**src/rtl/dcs_pkg.sv**
```systemverilog
package dcs_pkg;
  localparam int unsigned NCH = 2;

  typedef enum logic [2:0] {
    PH_IDLE,
    PH_ACQ,
    PH_AUTO_ACQ,
    PH_CONV_A,
    PH_CONV_B
  } phase_e;
endpackage

```
**src/rtl/dcs_start_detect.sv**
```systemverilog
module dcs_start_detect (
  input  logic clk_i,
  input  logic rst_ni,
  input  logic start_ni,
  output logic fall_o
);
  // reset low: a line held low from reset never reads as an edge
  logic prev_q;

  always_ff @(posedge clk_i or negedge rst_ni) begin
    if (!rst_ni) prev_q <= 1'b0;
    else         prev_q <= start_ni;
  end

  assign fall_o = prev_q & ~start_ni;
endmodule

```
**src/rtl/dcs_phase_timer.sv**
```systemverilog
module dcs_phase_timer #(
  parameter int unsigned CW = 4
) (
  input  logic          clk_i,
  input  logic          rst_ni,
  input  logic          load_i,
  input  logic [CW-1:0] load_val_i,
  output logic          done_o
);
  logic [CW-1:0] cnt_q;

  always_ff @(posedge clk_i or negedge rst_ni) begin
    if (!rst_ni)            cnt_q <= '0;
    else if (load_i)        cnt_q <= load_val_i;
    else if (cnt_q != '0)   cnt_q <= cnt_q - 1'b1;
  end

  assign done_o = (cnt_q == '0);
endmodule

```
**src/rtl/dcs_conv_stub.sv**
```systemverilog
module dcs_conv_stub
  import dcs_pkg::*;
#(
  parameter int unsigned DW = 16
) (
  input  logic                    clk_i,
  input  logic                    rst_ni,
  input  logic                    hold_i,
  input  logic [NCH-1:0]          latch_i,
  input  logic [NCH-1:0][DW-1:0]  smp_i,
  output logic [NCH-1:0][DW-1:0]  res_o
);
  for (genvar ch = 0; ch < NCH; ch++) begin : g_ch
    logic [DW-1:0] hold_q;
    logic [DW-1:0] res_q;

    always_ff @(posedge clk_i or negedge rst_ni) begin
      if (!rst_ni) begin
        hold_q <= '0;
        res_q  <= '0;
      end else begin
        if (hold_i)      hold_q <= smp_i[ch];
        if (latch_i[ch]) res_q  <= hold_q;
      end
    end

    assign res_o[ch] = res_q;
  end
endmodule

```
**src/rtl/dual_conv_seq.sv**
```systemverilog
module dual_conv_seq
  import dcs_pkg::*;
#(
  parameter int unsigned DW         = 16,
  parameter int unsigned ACQ_CYC    = 4,
  parameter int unsigned CONV_A_CYC = 6,
  parameter int unsigned CONV_B_CYC = 6
) (
  input  logic          clk_i,
  input  logic          rst_ni,
  input  logic          start_ni,
  input  logic          pwr_dn_i,
  input  logic          abort_i,
  input  logic          impulse_i,
  input  logic [DW-1:0] smp_a_i,
  input  logic [DW-1:0] smp_b_i,
  output logic          busy_o,
  output logic          eoc_o,
  output logic [DW-1:0] res_a_o,
  output logic [DW-1:0] res_b_o,
  output logic          pwr_dn_o
);
  localparam int unsigned MAX_A  = (ACQ_CYC > CONV_A_CYC) ? ACQ_CYC : CONV_A_CYC;
  localparam int unsigned MAX_CY = (MAX_A > CONV_B_CYC) ? MAX_A : CONV_B_CYC;
  localparam int unsigned CW     = $clog2(MAX_CY + 1);
  localparam logic [CW-1:0] ACQ_LD = CW'(ACQ_CYC - 1);
  localparam logic [CW-1:0] CA_LD  = CW'(CONV_A_CYC - 1);
  localparam logic [CW-1:0] CB_LD  = CW'(CONV_B_CYC - 1);

  phase_e phase_q, phase_d;
  logic start_fall, t_done, t_load;
  logic [CW-1:0] t_val;
  logic hold, latch_a, latch_b, launch, busy_end;
  logic pd_q, pend_q, eoc_q;
  logic [NCH-1:0][DW-1:0] smp, res;

  dcs_start_detect u_start (
    .clk_i    (clk_i),
    .rst_ni   (rst_ni),
    .start_ni (start_ni),
    .fall_o   (start_fall)
  );

  dcs_phase_timer #(.CW(CW)) u_timer (
    .clk_i      (clk_i),
    .rst_ni     (rst_ni),
    .load_i     (t_load),
    .load_val_i (t_val),
    .done_o     (t_done)
  );

  assign smp[0] = smp_a_i;
  assign smp[1] = smp_b_i;

  dcs_conv_stub #(.DW(DW)) u_stub (
    .clk_i   (clk_i),
    .rst_ni  (rst_ni),
    .hold_i  (hold),
    .latch_i ({latch_b, latch_a}),
    .smp_i   (smp),
    .res_o   (res)
  );

  always_comb begin
    phase_d  = phase_q;
    t_load   = 1'b0;
    t_val    = '0;
    hold     = 1'b0;
    latch_a  = 1'b0;
    latch_b  = 1'b0;
    launch   = 1'b0;
    busy_end = 1'b0;
    unique case (phase_q)
      PH_IDLE: begin
        if (start_fall && !pd_q) begin
          phase_d = PH_ACQ;
          t_load  = 1'b1;
          t_val   = ACQ_LD;
          launch  = 1'b1;
        end
      end
      PH_ACQ, PH_AUTO_ACQ: begin
        if (phase_q == PH_AUTO_ACQ && pwr_dn_i) begin
          phase_d = PH_IDLE;
        end else if (t_done) begin
          phase_d = PH_CONV_A;
          t_load  = 1'b1;
          t_val   = CA_LD;
          hold    = 1'b1;
        end
      end
      PH_CONV_A: begin
        if (t_done) begin
          phase_d = PH_CONV_B;
          t_load  = 1'b1;
          t_val   = CB_LD;
          latch_a = 1'b1;
        end
      end
      PH_CONV_B: begin
        if (t_done) begin
          latch_b  = 1'b1;
          busy_end = 1'b1;
          if (impulse_i && !start_ni && !pend_q && !pwr_dn_i) begin
            phase_d = PH_AUTO_ACQ;
            t_load  = 1'b1;
            t_val   = ACQ_LD;
          end else begin
            phase_d = PH_IDLE;
          end
        end
      end
      default: phase_d = PH_IDLE;
    endcase
    if (abort_i) begin
      phase_d  = PH_IDLE;
      t_load   = 1'b1;
      t_val    = '0;
      hold     = 1'b0;
      latch_a  = 1'b0;
      latch_b  = 1'b0;
      launch   = 1'b0;
      busy_end = 1'b0;
    end
  end

  always_ff @(posedge clk_i or negedge rst_ni) begin
    if (!rst_ni) begin
      phase_q <= PH_IDLE;
      eoc_q   <= 1'b0;
    end else begin
      phase_q <= phase_d;
      eoc_q   <= latch_a;
    end
  end

  // power-down: applied only outside a conversion, held while busy
  always_ff @(posedge clk_i or negedge rst_ni) begin
    if (!rst_ni) begin
      pd_q   <= 1'b0;
      pend_q <= 1'b0;
    end else if (abort_i) begin
      pd_q   <= pwr_dn_i;
      pend_q <= 1'b0;
    end else begin
      unique case (phase_q)
        PH_IDLE: begin
          if (launch) pend_q <= pwr_dn_i;
          else        pd_q   <= pwr_dn_i;
        end
        PH_AUTO_ACQ: begin
          if (pwr_dn_i) pd_q <= 1'b1;
        end
        default: begin
          if (busy_end) begin
            pd_q   <= pend_q | pwr_dn_i;
            pend_q <= 1'b0;
          end else if (pwr_dn_i) begin
            pend_q <= 1'b1;
          end
        end
      endcase
    end
  end

  assign busy_o   = (phase_q == PH_ACQ) || (phase_q == PH_CONV_A) || (phase_q == PH_CONV_B);
  assign eoc_o    = eoc_q;
  assign res_a_o  = res[0];
  assign res_b_o  = res[1];
  assign pwr_dn_o = pd_q;
endmodule

```
**config.mk**
```make
export PLATFORM = sky130hd
export DESIGN_NAME = dual_conv_seq
export DESIGN_NICKNAME = d
export VERILOG_FILES = /design/src/rtl/dcs_pkg.sv /design/src/rtl/dcs_start_detect.sv /design/src/rtl/dcs_phase_timer.sv /design/src/rtl/dcs_conv_stub.sv /design/src/rtl/dual_conv_seq.sv
export SDC_FILE = /design/constraint.sdc
export NUM_CORES = 1
export LEC_CHECK = 0
export BUFFER_PORTS_ARGS = -buffer_cell sky130_fd_sc_hd__buf_4
export CORE_MARGIN = 2
export CORE_UTILIZATION = 53
export DETAILED_ROUTE_END_ITERATION = 8
export HOLD_SLACK_MARGIN = 0.1
export PLACE_DENSITY = 0.86
export SKIP_CTS_REPAIR_TIMING = 1
export SLEW_MARGIN = 20
export SYNTH_ARGS = -nofsm -noshare
export SYNTH_HDL_FRONTEND = slang
export SYNTH_SLANG_ARGS = --single-unit
```
**constraint.sdc**
```tcl
create_clock -name clk_i -period 2.35 [get_ports clk_i]
set_clock_uncertainty 0.15 [all_clocks]
set_input_delay 0.235 -clock clk_i [delete_from_list [all_inputs] [get_ports clk_i]]
set_output_delay 0.235 -clock clk_i [all_outputs]
set_load 0.01 [all_outputs]
```
### Yosys cells after proc, flatten, opt, wreduce, memory -nomap -nowiden

Cells that the tools add are included.
W data, S select, Z words.

* register bits after elaboration: 74
* input bits: 38

* $add $sub $neg: 1
* equal/unequal tests: 12
* multiplexer cells: 41
* bitwise logic cells: 3
* reduce and logical (&&, ||, !) cells: 21

Operators by type and width (number)
* $mux W3: 11
* $pmux W3 S4: 2
* $mux W1: 21
* $ne A3 B3 Y1 const B: 6
* $mux W2: 4
* $reduce_bool A4 Y1: 2
* $eq A3 B2 Y1 const B: 2
* $logic_not A3 Y1: 2
* $reduce_and A3 Y1: 2
* $logic_and A1 B1 Y1: 5
* $logic_not A1 Y1: 4
* $ne A4 B4 Y1 const B: 1
* $pmux W1 S2: 2
* $pmux W1 S4: 1
* $reduce_and A4 Y1: 1
* $eq A3 B1 Y1 const B: 1
* $eq A3 B3 Y1 const B: 1
* $reduce_bool A3 Y1: 1
* $sub A3 B1 Y3 const B: 1
* $logic_or A1 B1 Y1: 2
* $ne A2 B2 Y1 const B: 1
* $reduce_bool A2 Y1: 1
* $reduce_or A2 Y1: 1
* $and A1 B1 Y1: 1
* 2 further kinds: 2

### Longest topological paths before layout

* depth after elaboration: 9
* depth in mapped cells: 7
* gate-level depth less buffers: 6

### Hierarchy

From an unflattened synthesis, not the netlist that was laid out.

* cells, all modules: 226
* area total of the unflattened synthesis: 3445.8 sq um

Modules (own cells, without submodules)
* dcs_conv_stub: times used 1, cells each 136, area an instance 2643.8 sq um
* dual_conv_seq: times used 1, cells each 67, area an instance 561.8 sq um
* dcs_phase_timer: times used 1, cells each 21, area an instance 201.4 sq um
* dcs_start_detect: times used 1, cells each 2, area an instance 38.8 sq um

### Worst setup path after synthesis

Ideal clock, no wire load.

* kind: register to register
* start: register u_timer.cnt_q[0]
* end: register u_stub.g_ch[0].hold_q[10]
* data arrival time: 1792 ps
* required time: 2075 ps
* path slack: 283 ps
* cell stages (with the launch flop): 8
* path buffers: 2
* path through: dfrtp_1 -> inv_1 -> ha_1 -> nand2b_4 -> or4_1 -> buf_6 -> buf_12 -> mux2_4

* word-level cells in the longest chain between the ends: 5

RTL lines
* start, declared: RTL line dcs_phase_timer.sv:10 `logic [CW-1:0] cnt_q;`
* start signal, assigned: RTL line dcs_phase_timer.sv:14 `else if (load_i) cnt_q <= load_val_i;`
* start signal, assigned: RTL line dcs_phase_timer.sv:15 `else if (cnt_q != '0) cnt_q <= cnt_q - 1'b1;`
* $logic_not A3 Y1: RTL line dcs_phase_timer.sv:18 `assign done_o = (cnt_q == '0);`
* $mux W1: RTL line dual_conv_seq.sv:85 `end else if (t_done) begin`
* $mux W1: RTL line dual_conv_seq.sv:83 `if (phase_q == PH_AUTO_ACQ && pwr_dn_i) begin`
* $mux W1: RTL line dual_conv_seq.sv:73 `unique case (phase_q)`
* $mux W1: RTL line dual_conv_seq.sv:115 `if (abort_i) begin`
* end signal, assigned: RTL line dcs_conv_stub.sv:22 `if (hold_i) hold_q <= smp_i[ch];`
* end, declared: RTL line dcs_conv_stub.sv:14 `logic [DW-1:0] hold_q;`

No other way between the ends.
A chain may end at the register's enable or synchronous reset.

### Worst setup path in the final report

* start: register u_timer.cnt_q[0]
* end: register u_stub.g_ch[0].hold_q[1]

The elaborated chain is that of the path after synthesis.

==> run_results.csv <==
group,metric,value,unit
cells_and_area,final-instance-count-excl-fill,409,
synthesis,synthSimpleGateAreaFrac,5.96,%
worst_setup_path,r2r_slack,70,ps
clock_network,clock_latency,350,ps
place,io_buffers,72,
routing,vias,2118,
sta,finalWorstSetupSlack,72.0,ps
clock_network,tritoncts,"built",
cells_and_area,syn2layout_area_growth,35.9,%
hold_path,hold_path.class,"in -> async",
cells_and_area,register_area,1850,um^2
global_route,grt_max_degree,41,
floorplan,die-area,6740,um^2
power,max-vdd-ir-drop,0.000480,V
synthesis,synth_nets,253,
clock_network,clk_pin_slew_worst_paths,80,ps
place,gp_congestion,0.833,
sta,min_period_over_period,96.9,%
synthesis,synthDistinctLibCells,43,
global_route,grt-ovfl-total,0,
routing,detail_route.vias_per_cell,5.18,
synthesis,synth_top_family_by_area,"multiplexers",
clock_network,h-tree-depth,3,
synthesis,syn_area_per_cell,15.2,um^2
floorplan,num_rows,28,
worst_setup_path,path_max_fanout,32,
clock_network,cts_root_buffer,"clkbuf_8",
power,leakagePower,2.26,nW
synthesis,yosys_warnings,0,
sta,setup-tns-final,0,ps
power,power,3.72,mW
worst_setup_path,cpPeakStageDelay,650,ps
synthesis,synth_cells,213,
sta,relSlewSlack,63.0,%
floorplan,ios,73,
power,power_density,846,nW/um^2
worst_setup_path,cp_cell_sequence,"inv_1, ha_2, nand2b_4, or4_2, buf_12, mux2_4",
synthesis,synth_compound_area_share,5.26,%
sta,max_freq,0.439,GHz
worst_setup_path,endpoint_kind,"flip-flop",
cells_and_area,layout_commonest_cell,"buf_4",
place,dpl_worst_slack,80.8,ps
global_route,grt_usage,19.3,%
clock_network,cts_buffers,9,
global_route,antenna_found_initial,0,
synthesis,ys_seq_area_share,57.3,%
routing,drt_iter0_drc,58,
routing,wl,6590,um
cells_and_area,nFillCells,382,
cells_and_area,fin_area,4390,um^2
sta,min_period,2280,ps
floorplan,die_h,82.1,um
synthesis,synthMuxAreaShare,26.4,%
synthesis,yosys.area_share.xor_xnor,0.271,%
place,placedInstanceArea,3830,um^2
cells_and_area,utilization,74.2,%
worst_setup_path,crit_arrival,2370,ps
place,dp_hpwl,4210,um
cells_and_area,layout-drive-gt1-share,51.5,%
worst_setup_path,crit_type,"reg -> reg",
floorplan,fp.dieW,82.1,um
clock_network,clockBufferDepth,2,
synthesis,synth_edf_count,0,
sta,hold_ws,242,ps
cells_and_area,fin_nets,369,
global_route,grt_first_pass_wirelength,9630,um
routing,wire_per_inst,16.1,um
synthesis,synthFlopType,"dfrtp_1",
synthesis,synth_adder_area_share,0.774,%
cells_and_area,final_cell_mix,"buf_4, dfrtp_1, dlygate4sd3_1, mux2_2, mux2_4",
sta,setup_viol,0,
routing,firstDrtPassIters,4,
cells_and_area,n_antenna_cell,0,
routing,drtAntennaViolNets,0,
sta,worst_pin_slew,541,ps
routing,drc_errors,0,
worst_setup_path,required,2440,ps
synthesis,ys_ff_latch,74,
sta,hold_viol,0,
floorplan,core,5920,um^2
worst_setup_path,worstSetupStartpointType,"flip-flop",
clock_network,cts_sinks,74,
global_route,grt_pass1_vias,2003,
run_status,status,"finished clean",
sta,report.final.slew_viol_count,0,
flow_run,drv_cap,0,
synthesis,synth_area,3230,um^2
place,dp_cells,357,
floorplan,initial_core_util,54.6,%
synthesis,ys_async_sr_fraction,100,%
cells_and_area,multi_input_area,1250,um^2
worst_setup_path,crit_slowest_cell,"or4_2",
## cell usage after synthesis, types with 2 or more instances
cell	number	area (um^2)
a21oi_1	12	60.1
buf_12	3	60.1
buf_2	3	15.0
buf_4	2	15.0
buf_6	2	22.5
clkbuf_1	2	7.51
dfrtp_1	74	1850
ha_1	2	25.0
inv_1	3	11.3
mux2_2	34	383
mux2_4	30	450
mux2i_1	2	20.0
nand2_1	5	18.8
nor2_1	4	15.0
nor4b_1	4	35.0
o21ai_0	2	10.0
o22a_1	2	17.5
or2_2	2	12.5
## flip-flops by register name, summed over array words and instances (netlist names)
signal              flops
u_stub.g_ch.hold_q     32
phase_q                 3
u_timer.cnt_q           3
eoc_o                   1
u_start.prev_q          1
pwr_dn_o                1
pend_q                  1
u_stub.g_ch.res_q      32
## power breakdown
group / switching, mW / total, mW / leakage, nW / internal, mW
combinational: 0.328 / 0.934 / 1.18 / 0.606
clock: 0.506 / 1.01 / 0.105 / 0.501
sequential: 0.186 / 1.78 / 0.976 / 1.59
total: 1.02 / 3.72 / 2.26 / 2.70
## area by class of cell
| type | count | share of cell area [%] |
|---|---|---|
| repair buffers | 117 | 22.3 |
| clock inverters | 7 | 1.77 |
| flip-flops and latches | 74 | 42.2 |
| well taps | 75 | 2.14 |
| clock buffers | 9 | 2.82 |
| inverters | 3 | 0.256 |
| multi-input cells | 124 | 28.5 |
## layer usage
layer	global-route usage [%]	share of wire (%)	vias to the layer above
met3	4.24	4.5	9
met1	25.9	46	1053
met4	9.00	1.2	0
li1	-	-	996
met5	0	0	-
met2	30.2	48	60
## final timing paths
| path | to | cells past startpoint | start |
|---|---|---|---|
| worst min register to register | u_stub.g_ch[1].res_q[5] | 1 | u_stub.g_ch[1].res_q[5] |
| worst min-delay path | u_stub.g_ch[1].hold_q[10] | 2 | rst_ni |
| min in group clk_i | phase_q[1] | 5 | impulse_i |
| max in group asynchronous | u_stub.g_ch[1].res_q[2] | 3 | rst_ni |
| worst max register to register | u_stub.g_ch[0].hold_q[1] | 6 | u_timer.cnt_q[0] |
| worst max-delay path | u_stub.g_ch[0].hold_q[1] | 6 | u_timer.cnt_q[0] |
## logic make-up (layout without fill, tap and decap cells)
kind of cell / count (synthesis) / in the layout
DFF: 74 / 74
muxes: 66 / 66
and+or+nand+nor: 29 / 29
AOI/OAI and AO/OA: 26 / 26
buffers and inverters: 15 / 136
adders and majority gates: 2 / 2
xor gates and xnor gates: 1 / 1
## worst max-delay path, delay by kind of cell, from the launching register on
kind | cells | cell delay, ps
buf+inv | 2 | 330
fa+ha+maj | 1 | 220
flops | 1 | 390
mux | 1 | 330
simple gates | 2 | 730
Power figures use the tool's default switching activity.
